$ cat config.mk
export PLATFORM = sky130hd
export DESIGN_NAME = sdram_init_seq
export DESIGN_NICKNAME = d
export VERILOG_FILES = /design/src/rtl/sdram_init_pkg.sv /design/src/rtl/sdram_init_timer.sv /design/src/rtl/sdram_init_fsm.sv /design/src/rtl/sdram_init_cmd.sv /design/src/rtl/sdram_init_seq.sv
export SDC_FILE = /design/constraint.sdc
export NUM_CORES = 1
export LEC_CHECK = 0
export BUFFER_PORTS_ARGS = -buffer_cell sky130_fd_sc_hd__buf_2
export CORE_ASPECT_RATIO = 1.25
export CORE_MARGIN = 5
export CORE_UTILIZATION = 54
export CTS_BUF_LIST = sky130_fd_sc_hd__clkbuf_8
export CTS_CLUSTER_DIAMETER = 30
export CTS_CLUSTER_SIZE = 24
export DETAILED_ROUTE_END_ITERATION = 10
export HOLD_SLACK_MARGIN = 0.05
export PLACE_DENSITY = 0.82
export SETUP_SLACK_MARGIN = 0.15
export SYNTH_ARGS = -nofsm -noshare
export SYNTH_HDL_FRONTEND = slang
export SYNTH_HIERARCHICAL = 1
export SYNTH_SLANG_ARGS = --single-unit
$ cat constraint.sdc
create_clock -name clk_i -period 3 [get_ports clk_i]
set_input_delay 0.15 -clock clk_i [delete_from_list [all_inputs] [get_ports clk_i]]
set_output_delay 0.15 -clock clk_i [all_outputs]
set_load 0.1 [all_outputs]
$ cat src/rtl/sdram_init_pkg.sv
package sdram_init_pkg;

  // {ras_n, cas_n, we_n} with cs_n low
  typedef enum logic [2:0] {
    CMD_MRS = 3'b000,
    CMD_REF = 3'b001,
    CMD_PRE = 3'b010,
    CMD_NOP = 3'b111
  } cmd_e;

  typedef enum logic [2:0] {
    ST_PAUSE,
    ST_PRE,
    ST_WAIT_RP,
    ST_MRS,
    ST_WAIT_RSC,
    ST_REF,
    ST_WAIT_RFC,
    ST_DONE
  } state_e;

endpackage

$ cat src/rtl/sdram_init_timer.sv
module sdram_init_timer #(
  parameter int unsigned CNT_W   = 8,
  parameter int unsigned RST_VAL = 0
) (
  input  logic             clk_i,
  input  logic             rst_ni,
  input  logic             load_i,
  input  logic [CNT_W-1:0] load_val_i,
  output logic             zero_o
);

  logic [CNT_W-1:0] cnt_q;

  always_ff @(posedge clk_i or negedge rst_ni) begin
    if (!rst_ni)            cnt_q <= CNT_W'(RST_VAL);
    else if (load_i)        cnt_q <= load_val_i;
    else if (cnt_q != '0)   cnt_q <= cnt_q - 1'b1;
  end

  assign zero_o = (cnt_q == '0);

endmodule

$ cat src/rtl/sdram_init_fsm.sv
module sdram_init_fsm
  import sdram_init_pkg::*;
#(
  parameter int unsigned CNT_W = 8,
  parameter int unsigned T_RP  = 2,
  parameter int unsigned T_RSC = 2,
  parameter int unsigned T_RFC = 7,
  parameter int unsigned N_REF = 8
) (
  input  logic             clk_i,
  input  logic             rst_ni,
  input  logic             zero_i,
  output logic             load_o,
  output logic [CNT_W-1:0] load_val_o,
  output state_e           state_o
);

  localparam int unsigned RC_W = $clog2(N_REF + 1);

  state_e          state_q, state_d;
  logic [RC_W-1:0] ref_q, ref_d;

  always_comb begin
    state_d    = state_q;
    ref_d      = ref_q;
    load_o     = 1'b0;
    load_val_o = '0;
    unique case (state_q)
      ST_PAUSE:    if (zero_i) state_d = ST_PRE;
      ST_PRE: begin
        load_o     = 1'b1;
        load_val_o = CNT_W'(T_RP - 2);
        state_d    = ST_WAIT_RP;
      end
      ST_WAIT_RP:  if (zero_i) state_d = ST_MRS;
      ST_MRS: begin
        load_o     = 1'b1;
        load_val_o = CNT_W'(T_RSC - 2);
        state_d    = ST_WAIT_RSC;
      end
      ST_WAIT_RSC: if (zero_i) state_d = ST_REF;
      ST_REF: begin
        load_o     = 1'b1;
        load_val_o = CNT_W'(T_RFC - 2);
        ref_d      = ref_q + 1'b1;
        state_d    = ST_WAIT_RFC;
      end
      ST_WAIT_RFC: begin
        if (zero_i) state_d = (ref_q == RC_W'(N_REF)) ? ST_DONE : ST_REF;
      end
      ST_DONE:     state_d = ST_DONE;
      default:     state_d = ST_PAUSE;
    endcase
  end

  always_ff @(posedge clk_i or negedge rst_ni) begin
    if (!rst_ni) begin
      state_q <= ST_PAUSE;
      ref_q   <= '0;
    end else begin
      state_q <= state_d;
      ref_q   <= ref_d;
    end
  end

  assign state_o = state_q;

endmodule

$ cat src/rtl/sdram_init_cmd.sv
module sdram_init_cmd
  import sdram_init_pkg::*;
#(
  parameter int unsigned ADDR_W = 11,
  parameter int unsigned BA_W   = 1,
  parameter int unsigned DQM_W  = 2,
  parameter int unsigned AP_BIT = 10,
  parameter logic [ADDR_W-1:0] MODE_VAL = '0
) (
  input  state_e            state_i,
  input  logic              ctrl_cke_i,
  input  logic              ctrl_cs_n_i,
  input  logic              ctrl_ras_n_i,
  input  logic              ctrl_cas_n_i,
  input  logic              ctrl_we_n_i,
  input  logic [BA_W-1:0]   ctrl_ba_i,
  input  logic [ADDR_W-1:0] ctrl_addr_i,
  input  logic [DQM_W-1:0]  ctrl_dqm_i,
  output logic              cke_o,
  output logic              cs_n_o,
  output logic              ras_n_o,
  output logic              cas_n_o,
  output logic              we_n_o,
  output logic [BA_W-1:0]   ba_o,
  output logic [ADDR_W-1:0] addr_o,
  output logic [DQM_W-1:0]  dqm_o
);

  cmd_e cmd;

  always_comb begin
    unique case (state_i)
      ST_PRE:  cmd = CMD_PRE;
      ST_MRS:  cmd = CMD_MRS;
      ST_REF:  cmd = CMD_REF;
      default: cmd = CMD_NOP;
    endcase
  end

  always_comb begin
    if (state_i == ST_DONE) begin
      cke_o   = ctrl_cke_i;
      cs_n_o  = ctrl_cs_n_i;
      ras_n_o = ctrl_ras_n_i;
      cas_n_o = ctrl_cas_n_i;
      we_n_o  = ctrl_we_n_i;
      ba_o    = ctrl_ba_i;
      addr_o  = ctrl_addr_i;
      dqm_o   = ctrl_dqm_i;
    end else begin
      cke_o   = 1'b1;
      cs_n_o  = 1'b0;
      {ras_n_o, cas_n_o, we_n_o} = cmd;
      ba_o    = '0;
      addr_o  = '0;
      dqm_o   = '1;
      if (cmd == CMD_MRS) addr_o = MODE_VAL;
      if (cmd == CMD_PRE) addr_o[AP_BIT] = 1'b1;
    end
  end

endmodule

$ cat src/rtl/sdram_init_seq.sv
module sdram_init_seq
  import sdram_init_pkg::*;
#(
  parameter int unsigned CLK_MHZ  = 100,
  parameter int unsigned PAUSE_US = 200,
  parameter int unsigned T_RP     = 2,
  parameter int unsigned T_RSC    = 2,
  parameter int unsigned T_RFC    = 7,
  parameter int unsigned N_REF    = 8,
  parameter int unsigned ADDR_W   = 11,
  parameter int unsigned BA_W     = 1,
  parameter int unsigned DQM_W    = 2,
  parameter int unsigned AP_BIT   = 10,
  parameter logic [ADDR_W-1:0] MODE_VAL = 11'h030
) (
  input  logic              clk_i,
  input  logic              rst_ni,
  input  logic              ctrl_cke_i,
  input  logic              ctrl_cs_n_i,
  input  logic              ctrl_ras_n_i,
  input  logic              ctrl_cas_n_i,
  input  logic              ctrl_we_n_i,
  input  logic [BA_W-1:0]   ctrl_ba_i,
  input  logic [ADDR_W-1:0] ctrl_addr_i,
  input  logic [DQM_W-1:0]  ctrl_dqm_i,
  output logic              cke_o,
  output logic              cs_n_o,
  output logic              ras_n_o,
  output logic              cas_n_o,
  output logic              we_n_o,
  output logic [BA_W-1:0]   ba_o,
  output logic [ADDR_W-1:0] addr_o,
  output logic [DQM_W-1:0]  dqm_o,
  output logic              init_done_o
);

  localparam int unsigned PAUSE_CYC = PAUSE_US * CLK_MHZ;
  localparam int unsigned MAX_GAP   = (T_RP > T_RSC) ? ((T_RP > T_RFC) ? T_RP : T_RFC)
                                                     : ((T_RSC > T_RFC) ? T_RSC : T_RFC);
  localparam int unsigned MAX_LD    = (PAUSE_CYC > MAX_GAP) ? PAUSE_CYC : MAX_GAP;
  localparam int unsigned CNT_W     = $clog2(MAX_LD + 1);

  logic             tmr_zero;
  logic             tmr_load;
  logic [CNT_W-1:0] tmr_val;
  state_e           state;

  sdram_init_timer #(
    .CNT_W   (CNT_W),
    .RST_VAL (PAUSE_CYC - 1)
  ) u_timer (
    .clk_i      (clk_i),
    .rst_ni     (rst_ni),
    .load_i     (tmr_load),
    .load_val_i (tmr_val),
    .zero_o     (tmr_zero)
  );

  sdram_init_fsm #(
    .CNT_W (CNT_W),
    .T_RP  (T_RP),
    .T_RSC (T_RSC),
    .T_RFC (T_RFC),
    .N_REF (N_REF)
  ) u_fsm (
    .clk_i      (clk_i),
    .rst_ni     (rst_ni),
    .zero_i     (tmr_zero),
    .load_o     (tmr_load),
    .load_val_o (tmr_val),
    .state_o    (state)
  );

  sdram_init_cmd #(
    .ADDR_W   (ADDR_W),
    .BA_W     (BA_W),
    .DQM_W    (DQM_W),
    .AP_BIT   (AP_BIT),
    .MODE_VAL (MODE_VAL)
  ) u_cmd (
    .state_i      (state),
    .ctrl_cke_i   (ctrl_cke_i),
    .ctrl_cs_n_i  (ctrl_cs_n_i),
    .ctrl_ras_n_i (ctrl_ras_n_i),
    .ctrl_cas_n_i (ctrl_cas_n_i),
    .ctrl_we_n_i  (ctrl_we_n_i),
    .ctrl_ba_i    (ctrl_ba_i),
    .ctrl_addr_i  (ctrl_addr_i),
    .ctrl_dqm_i   (ctrl_dqm_i),
    .cke_o        (cke_o),
    .cs_n_o       (cs_n_o),
    .ras_n_o      (ras_n_o),
    .cas_n_o      (cas_n_o),
    .we_n_o       (we_n_o),
    .ba_o         (ba_o),
    .addr_o       (addr_o),
    .dqm_o        (dqm_o)
  );

  assign init_done_o = (state == ST_DONE);

endmodule

# After elaboration in Yosys (flattened, before gate mapping)
# Index checks and enable logic that the tools add are counted.
# word_totals
reg_bits,22
latch_bits,0
ramBits,0
rom_bits,0
input_bits,21
output_inout_bits,20
word_cells,46
n_memories,0
# classes
n_addsub,2
multipliers,0
div_mod_pow,0
n_lt_le_gt_ge,0
eq_ne,13
shift,0
n_mux,21
bitwise_logic,0
reduce_logical,7
# op_table
op,n
$mux 15,2
$pmux 3 s8,1
$logic_not 15->1,1
$mux 3,5
$reduce_bool 15->1,1
$sub 15x1->15 const B,1
$eq 3x3->1 const B,4
$mux 11,1
$eq 3x2->1 const B,3
$pmux 3 s3,1
$mux 1,8
$ne 2x2->1 const B,4
$logic_not 3->1,2
$mux 6,1
$add 4x1->4 const B,1
$eq 4x4->1 const B,1
$mux 2,2
$reduce_and 4->1,1
$eq 3x1->1 const B,1
$reduce_or 3->1,1
$reduce_bool 2->1,1

# Depth between registers and ports, before layout
# Gate-level depths: netlist of the first run.
# depth
depth_word,5
ltp_mapped,6

# Modules after synthesis
# The synthesis of the first run kept the hierarchy.
# modules_own_cells
mod,instances,cells_each,area_per_inst_um2,seq_area_each_um2
sdram_init_timer,1,79,840.8,386.6
sdram_init_fsm,1,45,461.7,175.2
sdram_init_cmd,1,30,192.7,0.0
sdram_init_seq,1,1,6.3,0.0

# Least setup slack after synthesis of the first run
# OpenSTA, ideal clock, no wires.
# synth_timing
kind,register -> output
start,register u_fsm.state_q[1] (netlist: u_fsm/state_o[1])
end,output we_n_o
t_arrival_ns,2.712
t_required_ns,2.850
setup_slack_ns,0.138
stages_incl_launch_ff,3
n_path_buf,0
path_cell_list,dfrtp_1 -> nor2b_1 -> o21ai_0
# synth_between
elab_chain_len,3
# synth_rtl
item,line_no,source
start: declaration,sdram_init_fsm.sv:20,"state_e state_q, state_d;"
start signal: assignment,sdram_init_fsm.sv:61,state_q <= state_d;
$eq 3x3->1 (tied with other cells),sdram_init_cmd.sv:32,unique case (state_i)
$pmux 3 s3,sdram_init_cmd.sv:32,
$mux 1 (*),sdram_init_cmd.sv:41,if (state_i == ST_DONE) begin
end: declaration,sdram_init_seq.sv:30,"output logic we_n_o,"
# Mark *: on every way between the ends. The rest lies on a longest branch, timed or not.

# Worst setup path in the final report of the first run
# layout_timing
start,register u_timer.cnt_q[0]
end,register u_timer.cnt_q[7]
# layout_between
elab_chain_len,3
# layout_rtl
item,line_no,source
start: declaration,sdram_init_timer.sv:12,logic [CNT_W-1:0] cnt_q;
start signal: assignment,sdram_init_timer.sv:15,if (!rst_ni) cnt_q <= CNT_W'(RST_VAL);
start signal: assignment,sdram_init_timer.sv:16,else if (load_i) cnt_q <= load_val_i;
start signal: assignment,sdram_init_timer.sv:17,else if (cnt_q != '0) cnt_q <= cnt_q - 1'b1;
$sub 15x1->15,sdram_init_timer.sv:17,
$mux 15,sdram_init_timer.sv:17,
$mux 15,sdram_init_timer.sv:16,
# Parallel ways exist; a longest one is shown, timed or not. The select of a mux whose other input is x is not followed.
# A chain may end at the register's enable or synchronous reset.

==> reports/results.ini, run 1 <==
[layout]
num_antenna_cells=0
layout_common_cells=40 x buf_2, 13 x conb_1, 13 x dfrtp_1
utilization_pct=64.0
synthToLayoutAreaGrowth_pct=14.3
final_nets=218
final_common_cell=buf_2
fill_cells=234
drive_gt1_share_pct=36.8

[run]
max_cap_viol_count=0

[yosys]
ys_warn_count=6
syn_inst=155
syn_area_um2=1500
ys_async_sr_fraction_pct=100
synth_flop_cell=dfrtp_1
yosysSeqAreaShare_pct=37.4
syn-mean-instance-area_um2=9.69
netlist-cell-type-count=46
synth_seq_cells=22
synth_edf_count=0

[placement]
portBuffers=40
gp_congestion=0.822
hpwl_mm=2.20
pre_cts_ws_ns=0.598

[setup_path]
critPathSlowestCell=nor4b_4
cp.required_ns=3.14
arrival_ns=2.52
setup.worst_path.start=u_timer/cnt_q[0]
worstReg2RegStart=u_timer/cnt_q[0]
cp_max_fo=10
cp_top_family=simple AND/OR/NAND/NOR gates
crit_path_start_kind=flop
worst-path-buf-inv=1
slowest_delay_ns=0.61
reg2reg_slack_ns=0.62
critical_path.cell_chain=inv_1 > ha_1 > or4b_1 > nor4b_4 > o31ai_1 > mux2_1
crit_path_end_kind=flop
crit_type=flop to flop

[detailed_routing]
drc=0
dr_wl_met3_um=151
wl_per_cell_um=12.8
avgViaCountPerCell=5.09
dr.first_iter.drc_count=42
drt-met1-wl_mm=1.20
drt_pass1_iterations=4
wirelength_mm=2.90
route.met2.wl_mm=1.47
top_layer=met4
antenna_left=0
vias=1155

[worst_hold_path]
hp-class=primary input to asynchronous set/reset pin

[sta]
timing.hold.ws_ns=0.373
fin_tns_setup_ns=0
hold_viol_final=0
slew_violations=0
worstMarginPinSlew_ns=0.599
rsz0062_at_grt=false
min_period_ns=2.38
relSlewSlack_pct=59.9
finalSetupViolCount=0
post-route-period-util_pct=79.3
fin_ws_ns=0.621
finalClockSkew_ns=0.00296
clock.fmax_mhz=420

[floorplan]
dieArea_um2=3940
start_util_pct=56.0
dieWidth_um=57.2
pin_count=41
rows=21
die_h_um=69.0
core_area_um2=2680

[power_and_ir_drop]
switching_share_pct=19.1
p_sw_mw=0.100
irDropWorstVdd_v=0.000438
p_leak_nw=0.825
seqPwrFrac_pct=56.6
cellPowerDensity_nw_per_um2=306
combinationalPowerShare_pct=4.1
p_int_mw=0.424
pwr-share-clk_pct=39.3

[clock_network]
cts_resized=0
clk_pin_slew_ns=0.08
cts_buffers=3
clockBufferDepth=2
post_cts_buffers=0
cts_tree=done
hold_buffers=1
htree_levels=1
cts_num_sinks=22
insertion_delay_ns=0.26
cts-root-buf=clkbuf_8

[global_routing]
grt_pass1_vias=1142
grt_usage_pct=16.1
grt_max_degree=24
antenna_found_initial=0
overflow=0
grt_pass1_wl_mm=4.91

[outcome]
status=finished clean

==> layer usage <==
metal	GRT usage (%)	vias to the layer above
li1	-	584
met1	16.8	527
met2	29.9	34
met3	3.72	10
met4	8.70	0
met5	0	-
==> logic make-up after synthesis <==
| family | synth area share, % |
|---|---|
| flip-flops | 37.4 |
| AO/OA/AOI/OAI | 13.8 |
| AND/OR/NAND/NOR | 24.9 |
| multiplexers | 0.750 |
| adder cells (fa/ha/maj) | 2.50 |
| XOR/XNOR | 8.08 |
| other | 0.250 |
| buffers and inverters | 12.3 |
==> stage by stage <==
step / instances / cell area [um2] / total power, mW
6_report: 227 / 1720 / 0.524
5_1_grt: 227 / 1720 / 0.552
4_1_cts: 227 / 1720 / 0.533
3_5_place_dp: 222 / 1650 / 0.323
3_3_place_gp: 222 / 1650 / 0.322
2_1_floorplan: 167 / 1550 / 0.318
==> sequential cells by signal, indices dropped and copies added (netlist names) <==
register,cells
u_timer/cnt_q,15
u_fsm/ref_q,4
u_fsm/state_o,3
==> synth_stat cells (2+ instances only) <==
master | number | share of area (%)
nand2b_1 | 4 | 1.7
nand2_1 | 10 | 2.5
ha_1 | 3 | 2.5
xor2_1 | 8 | 4.7
xnor2_1 | 4 | 2.3
nand3_1 | 3 | 1.0
nor2_1 | 4 | 1.0
nand3b_1 | 2 | 1.0
nor3_1 | 5 | 1.7
a22o_1 | 8 | 4.7
dfstp_2 | 9 | 16
o31ai_1 | 4 | 2.0
or3_1 | 2 | 0.83
dfrtp_1 | 13 | 22
or4_1 | 4 | 2.0
buf_6 | 2 | 1.5
and2_2 | 10 | 5.0
clkbuf_1 | 3 | 0.75
inv_1 | 10 | 2.5
buf_4 | 15 | 7.5
o21ai_0 | 5 | 1.7
o21ai_1 | 2 | 0.67
a21oi_1 | 2 | 0.67
==> worst paths after layout <==
path                       cells past startpoint                end
max                                            6   u_timer/cnt_q[7]
min                                            2   u_timer/cnt_q[8]
max reg2reg                                    6   u_timer/cnt_q[7]
min reg2reg                                    2  u_timer/cnt_q[14]
max in group asynchronous                      2   u_timer/cnt_q[4]
min in group clk_i                             2  u_timer/cnt_q[14]
==> cell type report <==
cell class	count	area (um2)	share of cell area [%]
well taps	34	42.5	2.48
inverters	10	37.5	2.19
clock buffers	4	55.1	3.21
repair buffers	42	218	12.7
multi-input cells	115	801	46.7
flip-flops and latches	22	562	32.7
==> power groups by stage <==
stage / registers [mW] / logic [mW] / clock network (mW)
6_report: 0.297 / 0.0212 / 0.206
5_1_grt: 0.297 / 0.0259 / 0.229
4_1_cts: 0.297 / 0.0216 / 0.214
3_5_place_dp: 0.302 / 0.0205 / 0
3_3_place_gp: 0.302 / 0.0196 / 0
2_1_floorplan: 0.302 / 0.0153 / 0
Note: power is estimated with default switching activity, not from simulation.
==> run 2, diff against run 1 <==
ABC_AREA = 1   (was not set)
CORE_UTILIZATION = 50   (was 54)
PLACE_DENSITY = 0.78   (was 0.82)
clock period = 2.05 ns   (was 3 ns; I/O delays follow)
==> run 2 against run 1 <==
Critical path depth is 2 lower. Sequential power is 46% higher. Combinational power is 79% higher. Utilization is 3.3 points lower. Register-to-register slack worse by 0.10 ns. Final cell count is 43% higher. Clock skew hardly changed.
==> reports/results.ini, run 2 <==
[global_routing]
grt_usage_pct=15.1
grt_pass1_vias=1379
grt_pass1_wl_mm=5.88
overflow=0
antenna_found_initial=0
grt_max_degree=23

[power_and_ir_drop]
seqPwrFrac_pct=59.0
p_leak_nw=1.05
irDropWorstVdd_v=0.000307
combinationalPowerShare_pct=5.1
p_int_mw=0.584
finalPower_mw=0.736
cellPowerDensity_nw_per_um2=370
switching_share_pct=20.7
pwr-share-clk_pct=35.8
p_sw_mw=0.152

[detailed_routing]
dr.first_iter.drc_count=78
vias=1479
avgViaCountPerCell=4.56
drt_pass1_iterations=4
drc=0
wirelength_mm=3.42
antenna_left=0
wl_per_cell_um=10.6

[clock_network]
clk_pin_slew_ns=0.08
cts_num_sinks=22
cts-root-buf=clkbuf_8
post_cts_buffers=0
clockBufferDepth=2
insertion_delay_ns=0.25
cts_buffers=3
cts_tree=done
htree_levels=1

[yosys]
synth_seq_cells=22
synth.largest_area_cell=dfrtp_1
synth_fa_ha_area_share_pct=2.17
yosysSeqAreaShare_pct=32.5
synth_mux_area_share_pct=0
yosysMostFrequentCell=nand2_1
netlist-cell-type-count=29
synth_edf_count=0
synthTopCellsByArea=dfrtp_1 19%, nand2_1 16%, dfstp_2 14%
yosysTopAreaCellShare_pct=18.8
synth-simple-area-share_pct=39.9
syn_area_um2=1730
ys_async_sr_fraction_pct=100
synth_xor_area_share_pct=3.55
syn_inst=246
ys_warn_count=6
synth_compound_area_share_pct=5.36
synth_top_family_by_area=simple AND/OR/NAND/NOR gates
synth_flop_cell=dfrtp_1
syn-mean-instance-area_um2=7.02
synthTopCellsByCount=72 x nand2_1, 35 x inv_1, 19 x nor2_1

[floorplan]
rows=23
start_util_pct=52.6
core_area_um2=3280
dieArea_um2=4740
die_h_um=75.7
dieWidth_um=62.6
pin_count=41

[setup_path]
worst-path-buf-inv=2
critical_path.cell_chain=nand3_4 > inv_1 > nand2_1 > buf_2
arrival_ns=1.58
crit_path_start_kind=flop
crit_type=flop to primary output
cp_max_fo=11
crit_path_end_kind=primary output
cp.required_ns=1.95
critPathSlowestCell=dfrtp_1
cp_top_family=buffers and inverters
reg2reg_slack_ns=0.52
worstReg2RegStart=u_timer/cnt_q[0]
worstRegToRegCells=9
rr_endpoint=u_fsm/state_o[1]
slowest_delay_ns=0.50

[placement]
hpwl_mm=2.56
portBuffers=40
post_dp_cell_area_um2=1900
gp_congestion=0.882
pre_cts_ws_ns=0.399

[sta]
rsz0062_at_grt=false
relSlewSlack_pct=66.7
finalClockSkew_ns=0.00289
fin_ws_ns=0.367
min_period_ns=1.68
clock.fmax_mhz=594
hold_viol_final=0
post-route-period-util_pct=82.1
worstMarginPinSlew_ns=0.500
finalSetupViolCount=0
slew_violations=0

[layout]
drive_gt1_share_pct=30.3
postLayoutCellArea_um2=1990
final_nets=312
layout_common_cells=72 x nand2_1, 36 x inv_1, 30 x buf_2
largest_register=u_timer/cnt_q
num_antenna_cells=0
synthToLayoutAreaGrowth_pct=15.4
final_common_cell=nand2_1
largest_register_ffs=15

[run]
max_cap_viol_count=0

[outcome]
status=finished clean

[worst_hold_path]
hp-class=primary input to asynchronous set/reset pin

run 2: changes by cell type in the layout (fill, tap and decap cells not counted), sizes merged, moves of 9 or more:
cell,before,now
and2,10,0
inv,10,40
nand2,10,76
nand3,3,19
nor2,5,36
o21ai,7,16
run 2: cells by family (layout without fill, tap and decap cells):
family	count (synthesis)	after routing
AND/OR/NAND/NOR	137	137
buffers and inverters	58	87
flip-flops	22	22
AO/OA/AOI/OAI	18	18
XOR/XNOR	7	7
adder cells (fa/ha/maj)	3	3
other	1	13
run 2: routing by layer:
| layer | share of wire (%) | vias up | GRT usage (%) |
|---|---|---|---|
| li1 | - | 803 | - |
| met1 | 44 | 641 | 18.1 |
| met2 | 49 | 33 | 27.5 |
| met3 | 6.1 | 2 | 3.83 |
| met4 | 0.70 | 0 | 3.54 |
| met5 | 0 | - | 0 |
run 2: worst reg2reg max path, cell delays in order, from the launching register on:
cell	delay [ns]
dfstp_2	0.38
inv_1	0.09
ha_1	0.23
nand2_4	0.10
nor2_8	0.17
nand4_4	0.12
inv_1	0.11
nand3_1	0.09
nand2_1	0.07
nand2_1	0.04
run 2: final cells by class:
type / count / area [um2]
multi-input combinational: 178 / 936
tap: 37 / 46.3
clock buffer: 3 / 41.3
fill: 312 / 1290
clock inverter: 1 / 3.75
timing repair buffer: 43 / 250
inverter: 40 / 151
sequential: 22 / 563
run 2: through the flow:
| stage | hold slack [ns] | TNS (ns) | instances | utilization (%) |
|---|---|---|---|---|
| 3_3_place_gp | 0.0924 | 0 | 319 | 58.0 |
| 3_5_place_dp | 0.0956 | 0 | 319 | 58.0 |
| 4_1_cts | 0.354 | 0 | 324 | 60.1 |
| 2_1_floorplan | -0.193 | -0.0614 | 258 | - |
| 5_1_grt | 0.408 | 0 | 324 | 60.7 |
| 6_report | 0.367 | 0 | 324 | 60.7 |
run 2: worst max path at each step:
| stage | start | endpoint | slack, ns | depth (start not counted) |
|---|---|---|---|---|
| CTS | u_fsm/state_o[2] | ba_o | 0.15 | 3 |
| global placement | u_fsm/state_o[2] | addr_o[1] | 0.49 | 3 |
| global route | u_fsm/state_o[1] | cke_o | 0.23 | 4 |
| detailed placement | u_fsm/state_o[2] | addr_o[6] | 0.40 | 3 |
| floorplan | u_fsm/state_o[0] | addr_o[4] | -0.03 | 3 |
| finish | u_fsm/state_o[1] | dqm_o[1] | 0.37 | 4 |
run 2: timing repair:
item                                   4_1_cts  5_1_grt
resized for setup                            6        6
pin swaps                                    0        0
setup endpoints to repair                    6        7
hold buffers                                 1        0
endpoints found under the hold margin       13        0
run 2: power by group through the flow:
stage	Sequential [mW]	Clock (mW)	Combinational (mW)
floorplan	0.442	0	0.0272
detailed placement	0.442	0	0.0360
CTS	0.435	0.276	0.0376
global placement	0.442	0	0.0358
finish	0.435	0.264	0.0379
global route	0.435	0.288	0.0445
==> run 3, diff against run 2 <==
clock period = 1.5 ns   (was 2.05 ns; I/O delays follow)
==> run 3 against run 2 <==
Hold slack lost 0.060 ns. Final cell count grew 10%. Clock-buffer cell count grew 1. Clock skew grew 0.0010 ns. Critical path type unchanged. Die area is the same. Critical path depth grew 2. Sequential share of layout area shrank 8.5 points. Routed wire length grew 64%. First-iteration DRC count grew 33%. Largest cell class unchanged.
==> reports/results.ini, run 3 (synthesis gave the netlist of run 2 again) <==
[sta]
relSlewSlack_pct=65.6
min_period_ns=1.46
fin_ws_ns=0.0356
hold_viol_final=0
slew_violations=0
timing.hold.ws_ns=0.307
rsz0062_at_grt=true
fin_tns_setup_ns=0
worstMarginPinSlew_ns=0.516
clock.fmax_mhz=683
post-route-period-util_pct=97.6
finalClockSkew_ns=0.00394
finalSetupViolCount=0

[setup_path]
reg2reg_slack_ns=0.09
arrival_ns=1.39
worstRegToRegCells=9
crit_path_start_kind=flop
crit_path_end_kind=primary output
rr_endpoint=u_timer/cnt_q[12]
worstReg2RegStart=u_timer/cnt_q[0]
crit_type=flop to primary output
cp_max_fo=3
cp.required_ns=1.42

[floorplan]
start_util_pct=52.6
pin_count=41
die_h_um=75.7
dieArea_um2=4740
rows=23
core_area_um2=3280
dieWidth_um=62.6

[layout]
final_nets=345
seq_area_um2=562
postLayoutCellArea_um2=2840
multi_input_area_um2=1160
stdcell_count=357
final_common_cell=nand2_1
drive_gt1_share_pct=50.6
utilization_pct=86.6
fill_cells=162
num_antenna_cells=0
synthToLayoutAreaGrowth_pct=64.6
layout_common_cells=58 x nand2_1, 27 x inv_1, 26 x buf_4
largest_register=u_timer/cnt_q
largest_register_ffs=15

[clock_network]
cts_tree=done
clk_pin_slew_ns=0.08
cts-root-buf=clkbuf_8
htree_levels=1
cts_buffers=3
insertion_delay_ns=0.27
clockBufferDepth=2
cts_num_sinks=22

[detailed_routing]
vias=1839
wl_per_cell_um=15.7
dr.first_iter.drc_count=104
avgViaCountPerCell=5.15
wirelength_mm=5.61
antenna_left=0
drt_pass1_iterations=4
drc=0

[placement]
post_dp_cell_area_um2=2320
pre_cts_ws_ns=0.0692
placed_cells=322
gp_congestion=0.840
portBuffers=40
hpwl_mm=2.90

[power_and_ir_drop]
seqPwrFrac_pct=54.1
p_int_mw=0.852
irDropWorstVdd_v=0.000475
pwr-share-clk_pct=40.4
switching_share_pct=22.5
finalPower_mw=1.10
p_sw_mw=0.247
p_leak_nw=1.38
cellPowerDensity_nw_per_um2=387
combinationalPowerShare_pct=5.6

[global_routing]
grt_pass1_vias=1629
grt_usage_pct=19.3
antenna_found_initial=0
overflow=0
grt_max_degree=23
grt_pass1_wl_mm=7.41

[run]
max_cap_viol_count=0

[worst_hold_path]
hp-class=primary input to asynchronous set/reset pin

[outcome]
status=finished clean

run 3: cell count changes in the layout (fill, tap and decap cells not counted), moves of 6 or more:
cell,delta
nand2_2,+11
buf_4,+18
o21ai_2,+6
nand2_1,-14
nor2_1,-7
buf_12,+22
nor2_4,+12
inv_1,-9
buf_2,-10
run 3: power by group through the flow:
stage                     logic [mW]  clock network, mW  registers (mW)
after floorplan               0.0426                  0           0.605
after global placement        0.0549                  0           0.605
after detailed placement      0.0560                  0           0.605
after CTS                     0.0585              0.430           0.594
after global routing          0.0690              0.470           0.594
final                         0.0612              0.443           0.594
run 3: per-layer routing:
layer  routed length (um)  up-vias  share of wire, %  GRT usage, %
met2                 2990       80                53          35.4
met4                  195        0               3.5          7.08
met5                    0        -                 0             0
met1                 2110      868                38          22.9
met3                  320       20               5.7          3.54
li1                     -      871                 -             -
run 3: how the worst max path moves through the flow:
| stage | startpoint | to | slack [ns] | cells past startpoint |
|---|---|---|---|---|
| 2_1_floorplan | u_fsm/state_o[0] | addr_o[4] | -0.06 | 3 |
| 3_3_place_gp | u_timer/cnt_q[0] | u_fsm/state_o[1] | 0.09 | 9 |
| 3_5_place_dp | u_timer/cnt_q[0] | u_fsm/state_o[1] | 0.07 | 9 |
| 4_1_cts | u_fsm/state_o[0] | addr_o[0] | 0.08 | 5 |
| 5_1_grt | u_fsm/state_o[0] | cas_n_o | -0.003 | 6 |
| 6_report | u_fsm/state_o[1] | cas_n_o | 0.04 | 6 |
run 3: critical path, stage by stage, from the launching register on:
cell	delay (ns)
dfrtp_1	0.40
buf_6	0.14
buf_4	0.15
nand2_4	0.11
nand2_4	0.07
nand2_4	0.08
buf_12	0.17
run 3: what timing repair did:
item,in CTS,in global routing
endpoints found under the setup margin,35,37
cloned,1,1
pin swaps,6,20
hold endpoints to repair,13,0
buffers inserted,11,17
resized for setup,17,44
hold buffers,1,0
run 3: layout make-up:
type / instances / area share [%]
Clock buffer: 4 / 1.94
Inverter: 40 / 5.72
Multi-Input combinational cell: 178 / 40.9
Sequential cell: 22 / 19.8
Tap cell: 37 / 1.63
Timing Repair Buffer: 76 / 30.1
